## src/rtl/vol_pkg.sv

```systemverilog
package vol_pkg;

    localparam int FRAC_W   = 15;             // mantissa fraction bits
    localparam int MANT_W   = FRAC_W + 1;     // unsigned mantissa width
    localparam int BOOST_SH = 2;              // +12 dB headroom as a left shift
    localparam int OCT_STEPS = 12;            // 0.5 dB codes per halving

    typedef enum logic [1:0] {
        MODE_FOLLOW = 2'd0,
        MODE_MUTING = 2'd1,
        MODE_RETURN = 2'd2
    } mode_e;

    // 2^FRAC_W * 10^(-r/40), rounded, for r within one halving
    function automatic logic [MANT_W-1:0] vol_mant(input logic [3:0] r);
        case (r)
            4'd0:    vol_mant = 16'd32768;
            4'd1:    vol_mant = 16'd30935;
            4'd2:    vol_mant = 16'd29205;
            4'd3:    vol_mant = 16'd27571;
            4'd4:    vol_mant = 16'd26029;
            4'd5:    vol_mant = 16'd24573;
            4'd6:    vol_mant = 16'd23198;
            4'd7:    vol_mant = 16'd21900;
            4'd8:    vol_mant = 16'd20675;
            4'd9:    vol_mant = 16'd19519;
            4'd10:   vol_mant = 16'd18427;
            default: vol_mant = 16'd17396;
        endcase
    endfunction

endpackage

```

## src/rtl/vol_gain.sv

```systemverilog
module vol_gain
    import vol_pkg::*;
#(
    parameter int DATA_W = 16,
    parameter int CODE_W = 8
) (
    input  logic        [CODE_W-1:0] code,
    input  logic signed [DATA_W-1:0] x,
    output logic signed [DATA_W-1:0] y
);

    localparam int PROD_W = DATA_W + MANT_W + 1;
    localparam logic [CODE_W-1:0] MUTE_CODE = '1;
    localparam logic signed [PROD_W-1:0] MAX_V = PROD_W'((64'sd1 <<< (DATA_W-1)) - 64'sd1);
    localparam logic signed [PROD_W-1:0] MIN_V = ~MAX_V;

    logic        [CODE_W-1:0] oct;
    logic        [CODE_W-1:0] rem;
    logic        [MANT_W-1:0] mant;
    logic        [CODE_W:0]   sh;
    logic signed [PROD_W-1:0] prod;
    logic signed [PROD_W-1:0] scaled;

    always_comb begin
        oct    = code / CODE_W'(OCT_STEPS);
        rem    = code % CODE_W'(OCT_STEPS);
        mant   = vol_mant(rem[3:0]);
        sh     = {1'b0, oct} + (CODE_W+1)'(FRAC_W - BOOST_SH);
        prod   = PROD_W'(x) * PROD_W'($signed({1'b0, mant}));
        scaled = prod >>> sh;
        if (code == MUTE_CODE) begin
            y = '0;
        end else if (scaled > MAX_V) begin
            y = MAX_V[DATA_W-1:0];
        end else if (scaled < MIN_V) begin
            y = MIN_V[DATA_W-1:0];
        end else begin
            y = scaled[DATA_W-1:0];
        end
    end

endmodule

```

## src/rtl/vol_ramp.sv

```systemverilog
module vol_ramp
    import vol_pkg::*;
#(
    parameter int CODE_W   = 8,
    parameter int SLOW_DIV = 4,
    parameter int FAST_DIV = 1
) (
    input  logic              clk,
    input  logic              rst_n,
    input  logic              stb,
    input  logic              smute,
    input  logic              slow,
    input  logic              link,
    input  logic [CODE_W-1:0] vol_l,
    input  logic [CODE_W-1:0] vol_r,
    output logic [CODE_W-1:0] nxt_l,
    output logic [CODE_W-1:0] nxt_r,
    output logic [CODE_W-1:0] cur_l,
    output logic [CODE_W-1:0] cur_r,
    output logic              busy
);

    localparam int MAX_DIV = (SLOW_DIV > FAST_DIV) ? SLOW_DIV : FAST_DIV;
    localparam int CNT_W   = (MAX_DIV > 1) ? $clog2(MAX_DIV) : 1;
    localparam logic [CODE_W-1:0] MUTE_CODE = '1;

    typedef struct packed {
        mode_e             mode;
        logic [CNT_W-1:0]  cnt;
        logic [CODE_W-1:0] cur_l;
        logic [CODE_W-1:0] cur_r;
    } ramp_t;

    ramp_t s_d, s_q;
    logic [CODE_W-1:0] tgt_l, tgt_r;
    logic              active, tick;

    function automatic logic [CODE_W-1:0] toward(input logic [CODE_W-1:0] c,
                                                 input logic [CODE_W-1:0] t);
        if (c < t)      toward = c + 1'b1;
        else if (c > t) toward = c - 1'b1;
        else            toward = c;
    endfunction

    always_comb begin
        s_d    = s_q;
        tgt_l  = vol_l;
        tgt_r  = link ? vol_l : vol_r;
        active = smute || (s_q.mode != MODE_FOLLOW);
        tick   = active && (s_q.cnt == (slow ? CNT_W'(SLOW_DIV-1) : CNT_W'(FAST_DIV-1)));
        if (stb) begin
            if (smute) begin
                s_d.mode = MODE_MUTING;
                if (tick) begin
                    s_d.cur_l = toward(s_q.cur_l, MUTE_CODE);
                    s_d.cur_r = toward(s_q.cur_r, MUTE_CODE);
                end
            end else if (s_q.mode != MODE_FOLLOW) begin
                if (tick) begin
                    s_d.cur_l = toward(s_q.cur_l, tgt_l);
                    s_d.cur_r = toward(s_q.cur_r, tgt_r);
                end
                s_d.mode = ((s_d.cur_l == tgt_l) && (s_d.cur_r == tgt_r)) ?
                           MODE_FOLLOW : MODE_RETURN;
            end else begin
                s_d.cur_l = tgt_l;
                s_d.cur_r = tgt_r;
            end
            if (s_d.mode == MODE_FOLLOW) s_d.cnt = '0;
            else                         s_d.cnt = tick ? '0 : s_q.cnt + 1'b1;
        end
    end

    always_ff @(posedge clk) begin
        if (!rst_n) begin
            s_q.mode  <= MODE_FOLLOW;
            s_q.cnt   <= '0;
            s_q.cur_l <= MUTE_CODE;
            s_q.cur_r <= MUTE_CODE;
        end else begin
            s_q <= s_d;
        end
    end

    assign nxt_l = s_d.cur_l;
    assign nxt_r = s_d.cur_r;
    assign cur_l = s_q.cur_l;
    assign cur_r = s_q.cur_r;
    assign busy  = (s_q.mode == MODE_RETURN) ||
                   ((s_q.mode == MODE_MUTING) &&
                    !((s_q.cur_l == MUTE_CODE) && (s_q.cur_r == MUTE_CODE)));

    p_climb_r5: assert property (@(posedge clk) disable iff (!rst_n)
        (stb && smute) |=> (s_q.cur_l >= $past(s_q.cur_l)) && (s_q.cur_r >= $past(s_q.cur_r)));

    p_step_r7: assert property (@(posedge clk) disable iff (!rst_n)
        (stb && s_q.mode != MODE_FOLLOW) |=>
            ((s_q.cur_l == $past(s_q.cur_l)) || (s_q.cur_l == $past(s_q.cur_l) + 1'b1) ||
             (s_q.cur_l == $past(s_q.cur_l) - 1'b1)));

    p_follow_r4: assert property (@(posedge clk) disable iff (!rst_n)
        (stb && !smute && s_q.mode == MODE_FOLLOW) |=> (s_q.cur_l == $past(vol_l)));

    p_link_r3: assert property (@(posedge clk) disable iff (!rst_n)
        (stb && !smute && link && s_q.mode == MODE_FOLLOW) |=> (s_q.cur_r == $past(vol_l)));

endmodule

```

## src/rtl/stereo_volume.sv

```systemverilog
module stereo_volume
    import vol_pkg::*;
#(
    parameter int DATA_W   = 16,
    parameter int CODE_W   = 8,
    parameter int SLOW_DIV = 4,
    parameter int FAST_DIV = 1
) (
    input  logic                     clk,
    input  logic                     rst_n,
    input  logic                     smp_vld,
    input  logic signed [DATA_W-1:0] smp_l,
    input  logic signed [DATA_W-1:0] smp_r,
    input  logic        [CODE_W-1:0] vol_l,
    input  logic        [CODE_W-1:0] vol_r,
    input  logic                     link,
    input  logic                     smute,
    input  logic                     slow,
    output logic                     out_vld,
    output logic signed [DATA_W-1:0] out_l,
    output logic signed [DATA_W-1:0] out_r,
    output logic                     busy
);

    localparam int NCH = 2;
    localparam logic [CODE_W-1:0] MUTE_CODE = '1;

    typedef struct packed {
        logic                     vld;
        logic signed [DATA_W-1:0] l;
        logic signed [DATA_W-1:0] r;
    } out_t;

    out_t o_d, o_q;
    logic        [CODE_W-1:0] code_a [NCH];
    logic signed [DATA_W-1:0] x_a    [NCH];
    logic signed [DATA_W-1:0] y_a    [NCH];
    logic        [CODE_W-1:0] cur_l_q, cur_r_q;

    vol_ramp #(
        .CODE_W  (CODE_W),
        .SLOW_DIV(SLOW_DIV),
        .FAST_DIV(FAST_DIV)
    ) u_ramp (
        .clk  (clk),
        .rst_n(rst_n),
        .stb  (smp_vld),
        .smute(smute),
        .slow (slow),
        .link (link),
        .vol_l(vol_l),
        .vol_r(vol_r),
        .nxt_l(code_a[0]),
        .nxt_r(code_a[1]),
        .cur_l(cur_l_q),
        .cur_r(cur_r_q),
        .busy (busy)
    );

    assign x_a[0] = smp_l;
    assign x_a[1] = smp_r;

    for (genvar ch = 0; ch < NCH; ch++) begin : g_ch
        vol_gain #(
            .DATA_W(DATA_W),
            .CODE_W(CODE_W)
        ) u_gain (
            .code(code_a[ch]),
            .x   (x_a[ch]),
            .y   (y_a[ch])
        );
    end

    always_comb begin
        o_d     = o_q;
        o_d.vld = smp_vld;
        if (smp_vld) begin
            o_d.l = y_a[0];
            o_d.r = y_a[1];
        end
    end

    always_ff @(posedge clk) begin
        if (!rst_n) begin
            o_q <= '0;
        end else begin
            o_q <= o_d;
        end
    end

    assign out_vld = o_q.vld;
    assign out_l   = o_q.l;
    assign out_r   = o_q.r;

    p_mute_zero_r2: assert property (@(posedge clk) disable iff (!rst_n)
        (o_q.vld && cur_l_q == MUTE_CODE) |-> (o_q.l == '0));

    p_vld_r10: assert property (@(posedge clk) disable iff (!rst_n)
        smp_vld |=> out_vld);

    p_vld_gap_r10: assert property (@(posedge clk) disable iff (!rst_n)
        !smp_vld |=> (!out_vld && $stable(out_l) && $stable(out_r)));

endmodule

```

## config.mk

```make
export PLATFORM = sky130hd
export DESIGN_NAME = stereo_volume
export DESIGN_NICKNAME = d
export VERILOG_FILES = /design/src/rtl/vol_pkg.sv /design/src/rtl/vol_gain.sv /design/src/rtl/vol_ramp.sv /design/src/rtl/stereo_volume.sv
export SDC_FILE = /design/constraint.sdc
export NUM_CORES = 2
export LEC_CHECK = 0
export ABC_CLOCK_PERIOD_IN_PS = 20500
export BUFFER_PORTS_ARGS = -buffer_cell sky130_fd_sc_hd__buf_2
export CORE_ASPECT_RATIO = 1.2
export CORE_MARGIN = 1.5
export CORE_UTILIZATION = 25
export CTS_CLUSTER_DIAMETER = 200
export DETAILED_ROUTE_END_ITERATION = 10
export HOLD_SLACK_MARGIN = 0.15
export PLACE_DENSITY = 0.5
export RECOVER_POWER = 50
export SETUP_SLACK_MARGIN = 0.1
export SYNTH_ARGS = -nofsm -noshare
export SYNTH_HDL_FRONTEND = slang
export SYNTH_SLANG_ARGS = --single-unit
```

## constraint.sdc

```tcl
create_clock -name clk -period 20.5 [get_ports clk]
set_clock_uncertainty 0.1 [all_clocks]
set_input_delay 4.1 -clock clk [delete_from_list [all_inputs] [get_ports clk]]
set_output_delay 4.1 -clock clk [all_outputs]
set_load 0.005 [all_outputs]
```

======== After elaboration in Yosys (flattened, before gate mapping) ========
Memory sizes are Yosys's and may differ from the RTL's.
Index checks and enable logic that the tools add are counted.
word-level totals
  register bits ........................... 53
  bits in read-only memories .............. 512
  bits of input ports ..................... 54
  output and inout port bits .............. 34
  word-level logic and storage cells ...... 84
  memories ................................ 2
memory list
  name              words  bits a word  rd ports  clocked after memory_dff  wr ports  RTL line       RTL
  (name not given)  16     16           1         0                         0         vol_pkg.sv:16  case (r)
  (name not given)  16     16           1         0                         0         vol_pkg.sv:16
cells by class
  add/sub/neg operators ................... 7
  multiply operators ...................... 2
  divide/modulo/power cells ............... 4
  order comparisons ....................... 12
  eq/ne operators ......................... 9
  shifts and indexed selects .............. 2
  mux-type cells .......................... 30
  reductions and logical operators ........ 9
operator list
  cell                  count
  $mux 16               14
  $mux 8                9
  $gt 33x16->1 const B  2
  $lt 33x16->1 const B  2
  $mul 16x17->33        2
  $sshr 33x9->33        2
  $eq 8x8->1 const B    4
  $add 8x4->9 const B   2
  $add 8x1->8 const B   2
  $div 8x4->8 const B   2
  $eq 8x8->1            2
  $gt 8x8->1            2
  $gt 8x8->1 const B    2
  $lt 8x8->1            2
  $lt 8x8->1 const B    2
  $mod 8x4->8 const B   2
  $sub 8x1->8 const B   2
  $mux 2                7
  $logic_and 1x1->1     4
  $add 2x1->2 const B   1
  $eq 2x1->1 const B    1
  $eq 2x2->1            1
  $eq 2x2->1 const B    1
  $logic_not 2->1       1
  3 further kinds       4

======== Depth between registers and ports, before layout ========
An unclocked memory read counts as a cell.
  depth in word-level cells ............... 19
  depth in mapped cells ................... 60
  gate-level depth less buffers ........... 53

======== By module ========
A second synthesis with hierarchy kept.
second synthesis, totals
  cells, all modules ...................... 3905
  area, all modules ....................... 30473.0 um^2
by module, submodules not included
  module                      instances  cells each  area an instance (um^2)  sequential area each (um^2)
  vol_gain at g_ch[0].u_gain  1          1720        13249.0                  0.0
  vol_gain at g_ch[1].u_gain  1          1652        12814.8                  0.0
  vol_ramp                    1          428         3139.3                   400.4
  stereo_volume               1          105         1270.0                   660.6

======== Worst setup path before layout ========
No wires, ideal clock.
  path kind ............................... in2reg
  start ................................... input port link
  end ..................................... register o_q (netlist bit out_r[0])
  library setup time ...................... 122 ps
  arrival ................................. 16722 ps
  data required time ...................... 20278 ps
  path slack .............................. 3557 ps
  stages on the path ...................... 53
  buffers on the path ..................... 6
  path through ............................ clkbuf_1 > mux2i_1 > ha_1 > nor2b_1 > o211ai_1 > a21oi_1 > or3_1 > a31o_2 > nor3_1 > nand2_1 > a31oi_1 > mux2i_1 > ha_1 > a41oi_1 > nand2_2 > nor2_8 > inv_2 > buf_6 > [... 17 more ...] > a211oi_1 > nand2_1 > a2111oi_0 > o31ai_1 > o22ai_1 > o211a_1 > o21bai_1 > a21oi_1 > xnor2_1 > or4_1 > o211ai_1 > nor3_1 > a211o_1 > or3_1 > nor4_1 > a21oi_1 > buf_6 > a221o_1
on the way
  word-level cells in the longest chain between the ends .. 19
  elaborated cells between the ends (all ways) .. 24
  classes of those cells .................. add/sub: 1; mul: 1; div: 2; order compare: 4; eq/ne: 1; shift: 1; mux: 13; memory: 1
RTL lines
  element               RTL line             RTL
  start, declared       stereo_volume.sv:16  input logic link,
  $mux 8 *              vol_ramp.sv:48       tgt_r = link ? vol_l : vol_r;
  $gt 8x8->1            vol_ramp.sv:41       else if (c > t) toward = c - 1'b1;
  $mux 8                vol_ramp.sv:41
  $mux 8                vol_ramp.sv:40       if (c < t) toward = c + 1'b1;
  $mux 16               vol_ramp.sv:59       if (tick) begin
  $mux 16               vol_ramp.sv:58       end else if (s_q.mode != MODE_FOLLOW) begin
  $mux 16               vol_ramp.sv:52       if (smute) begin
  $mux 16               vol_ramp.sv:51       if (stb) begin
  [... 3 more ...]      --
  $mod 8x4->8           vol_gain.sv:26       rem = code % CODE_W'(OCT_STEPS);
  $mem_v2 16x16         --
  $mul 16x17->33        vol_gain.sv:29       prod = PROD_W'(x) * PROD_W'($signed({1'b0, mant}));
  $sshr 33x9->33        vol_gain.sv:30       scaled = prod >>> sh;
  $lt 33x16->1          vol_gain.sv:35       end else if (scaled < MIN_V) begin
  $mux 16               vol_gain.sv:35
  $mux 16               vol_gain.sv:33       end else if (scaled > MAX_V) begin
  $mux 16 *             vol_gain.sv:31       if (code == MUTE_CODE) begin
  end signal, assigned  stereo_volume.sv:85  o_q <= '0;
  end signal, assigned  stereo_volume.sv:87  o_q <= o_d;
  end, declared         stereo_volume.sv:34  out_t o_d, o_q;
Every way passes the cells marked *; elsewhere a longest branch is shown, timed or not. The select of a mux whose other input is x is not followed.
A chain may end at the register's enable or synchronous reset.

======== Worst setup path after layout ========
  start ................................... input port slow
  end ..................................... register o_q (netlist bit out_l[12])
on the way
  word-level cells in the longest chain between the ends .. 18
  elaborated cells between the ends (all ways) .. 23
  classes of those cells .................. add/sub: 1; mul: 1; div: 2; order compare: 2; eq/ne: 2; shift: 1; mux: 12; reduce/logical: 1; memory: 1
RTL lines
  element              RTL line             RTL
  start, declared      stereo_volume.sv:18  input logic slow,
  $mux 2 *             vol_ramp.sv:50       tick = active && (s_q.cnt == (slow ? CNT_W'(SLOW_DIV-1) : CNT_W'(FAST_DIV-1)));
  $eq 2x2->1 *         vol_ramp.sv:50
  $logic_and 1x1->1 *  vol_ramp.sv:50
  $mux 16              vol_ramp.sv:59
  $mux 16              vol_ramp.sv:58
  $mux 16              vol_ramp.sv:52
  $mux 16              vol_ramp.sv:51
  $mux 16              vol_ramp.sv:58
  [... 2 more ...]     --
  $mod 8x4->8          vol_gain.sv:26
  $mem_v2 16x16        --
  $mul 16x17->33       vol_gain.sv:29
  $sshr 33x9->33       vol_gain.sv:30
  $lt 33x16->1         vol_gain.sv:35
  $mux 16              vol_gain.sv:35
  $mux 16              vol_gain.sv:33
  $mux 16 *            vol_gain.sv:31
Marked as above.

==> flow_summary_export.csv <==
group,metric,value,unit
status,outcome,"complete, but fails checks",
status,violations,"max-capacitance violations, max-slew violations",
final_layout,post-route-util,27.1,%
die,die-area,0.113,mm^2
yosys,synth_seq_cells,53,
final_layout,n_fill_cell,11894,
clocking,cts_buffers,5,
hold_path,hp-start,"out_l[14]$_SDFFE_PN0P_",
critical_path,slowest_stage,"a21oi_1",
yosys,synth_common_cells,"559 x inv_1, 431 x nand2_1, 388 x fa_1",
timing,rsz0062_at_grt,"no",
yosys,synth_edf_count,0,
critical_path,cp_max_fo,19,
critical_path,critPathKind,"primary input to flop",
clocking,clockBufferDepth,2,
timing,hold_viol_final,0,
die,fp.dieW,307,um
critical_path,cp_data_arrival_time,19.31,ns
drt,ant_nets,0,
yosys,synth-async-reset-ratio,0,%
yosys,ys_seq_area_share,3.84,%
clocking,cts_tree,"done",
yosys,synth_area,0.0277,mm^2
placement,dp_hpwl,68.4,mm
timing,setup_slack,1.25,ns
hold_path,holdCritPathClass,"flop to flop",
global_routing,grt_start_max_net_pins,40,
timing,worst_pin_slew,1.66,ns
clocking,h-tree-depth,2,
yosys,synth.top_cell.area_share,28.1,%
global_routing,grt_pass1_wl,137,mm
global_routing,track_usage,15.0,%
yosys,synth_cells,3462,
critical_path,r2r_slack,4.71,ns
yosys,syn_area_per_cell,7.99,um^2
final_layout,diodes,0,
global_routing,grt-ovfl-total,0,
die,floorplan.initialDensity,25.2,%
critical_path,endpoint_kind,"flop",
die,rows,133,
timing,drv_slew,28,
drt,post-route-drc-count,0,
placement,pre_cts_slack,0.776,ns
drt,drtIter0Drc,1599,
die,io_pins,88,
critical_path,cp_common_cell,"fa_1",
timing,post-route-min-period,19.25,ns
timing,tns,0,ns
hold_path,holdPathStages,2,
final_layout,fin_nets,4148,
yosys,ys_types,100,
yosys,synth_top_area_cell,"fa_1",
final_layout,syn_to_final_growth,7.39,%
die,die_y,367,um
critical_path,cp-start-kind,"primary input",
timing,clock.fmax,0.0520,GHz
drt,viasPerCell,4.95,
timing,hold_slack,0.371,ns
clocking,insertion_delay,0.31,ns
yosys,synth.most_common_cell,"inv_1",
global_routing,antenna_found_initial,2,
final_layout,drive_above_1_share,7.00,%
drt,wl_per_cell,17.5,um
critical_path,cp.required,20.56,ns
placement,io_buffers,87,
clocking,cts_sinks,53,
timing,slew_headroom,-10.7,%
critical_path,r2r_start,"u_ramp.s_q[17]$_SDFFE_PN0P_",
hold_path,holdPathEnd,"out_l[14]$_SDFFE_PN0P_",
critical_path,r2r-end,"out_l[12]$_SDFFE_PN0P_",
timing,post-route-period-util,93.9,%
critical_path,rr_worst_depth,44,
yosys,synth_flop_cell,"dfxtp_1",
flow_run,cap_violations,2,
clocking,cts-root-buf,"clkbuf_16",
drt,num_vias,23978,
drt,wirelength,84.9,mm
clocking,post_cts_buffers,0,
placement,gp_congestion,0.932,
yosys,netlist_top_cells_area,"fa_1 28%, ha_1 13%, inv_1 7.6%",
global_routing,grt_pass1_vias,24712,
yosys,syn_nets,4182,
timing,setup_viol,0,
die,core,0.110,mm^2
yosys,synth_warnings,0,
critical_path,cpPeakStageDelay,1.33,ns
clocking,clk_pin_slew,0.07,ns
drt,dr.pass1.iters,5,
[cells by family after synthesis]
kind of cell,Yosys count,synth area share [%]
adders and majority gates,667,40.7
DFF,53,3.84
xor gates and xnor gates,107,3.39
muxes,123,5.51
buffers and inverters,746,10.5
AOI/OAI and AO/OA,643,16.0
and+or+nand+nor,1123,20.2
[area by class of cell]
| type | count | area, um^2 | area share (%) |
|---|---|---|---|
| clock inverter | 3 | 22.5 | 0.0758 |
| clock buffer | 5 | 125 | 0.421 |
| timing repair buffer | 142 | 817 | 2.75 |
| sequential | 53 | 1060 | 3.57 |
| inverter | 563 | 2110 | 7.11 |
| multi-input combinational | 2663 | 23800 | 80.1 |
| tap | 1417 | 1770 | 5.97 |
[flip-flops by register name (all words and copies together), names as in the netlist]
name,cells
out_l,16
out_r,16
out_vld,1
u_ramp.cur_l,8
u_ramp.cur_r,8
u_ramp.s_q,4
[worst max-delay path, delay by kind of cell]
| family | cells | cell delay [ns] |
|---|---|---|
| AO/OA/AOI/OAI | 13 | 5.83 |
| adder cells (fa/ha/maj) | 8 | 3.73 |
| AND/OR/NAND/NOR | 12 | 2.95 |
| multiplexers | 4 | 1.02 |
| XOR/XNOR | 2 | 0.84 |
| buffers and inverters | 6 | 0.76 |
[metrics by stage]
stage / std cells / area (um^2)
CTS: 4846 / 29700
global placement: 4838 / 29600
finish: 4846 / 29700
detailed placement: 4838 / 29600
global route: 4846 / 29700
floorplan: 3462 / 27700
[worst max path at each step]
stage	from	to	slack, ns	cells after the start
6_report	slow	out_l[12]$_SDFFE_PN0P_	1.25	45
4_1_cts	link	out_r[2]$_SDFFE_PN0P_	1.06	46
3_3_place_gp	link	out_r[2]$_SDFFE_PN0P_	0.70	46
3_5_place_dp	link	out_r[2]$_SDFFE_PN0P_	0.78	46
5_1_grt	slow	out_r[8]$_SDFFE_PN0P_	0.19	46
2_1_floorplan	link	out_r[0]$_SDFFE_PN0P_	3.56	53
[timing repair]
| item | 4_1_cts | 5_1_grt |
|---|---|---|
| gates resized for setup | 0 | 1 |
| hold buffers | 0 | 0 |
| setup endpoints to repair | 0 | 2 |
[layer usage]
metal  part of all wire (%)  track usage (%)  vias to the layer above
li1                       -                -                    11377
met1                     45             19.7                    11935
met2                     49             26.4                      548
met3                    3.7            0.935                      116
met4                    2.5             3.80                        2
met5                  0.012                0                        -
[placed cells by master (no fill, tap or decap), drive strengths merged, types with 21 or more instances in the layout]
| cell | instances |
|---|---|
| o21a | 26 |
| nand2 | 433 |
| nor3 | 44 |
| o21ai | 128 |
| mux4 | 21 |
| a21o | 29 |
| nand2b | 37 |
| and2 | 237 |
| xor2 | 25 |
| nand3 | 56 |
| buf | 121 |
| xnor2 | 82 |
| clkbuf | 26 |
| a31oi | 28 |
| a21oi | 160 |
| o211ai | 41 |
| ha | 278 |
| nor2 | 152 |
| dfxtp | 53 |
| a211oi | 44 |
| nor4 | 22 |
| and3 | 36 |
| fa | 388 |
| nor2b | 34 |
| inv | 561 |
| mux2i | 84 |
Power is not shown: default switching activity piles up to over one toggle a cycle in this logic, so the estimate is an artifact.
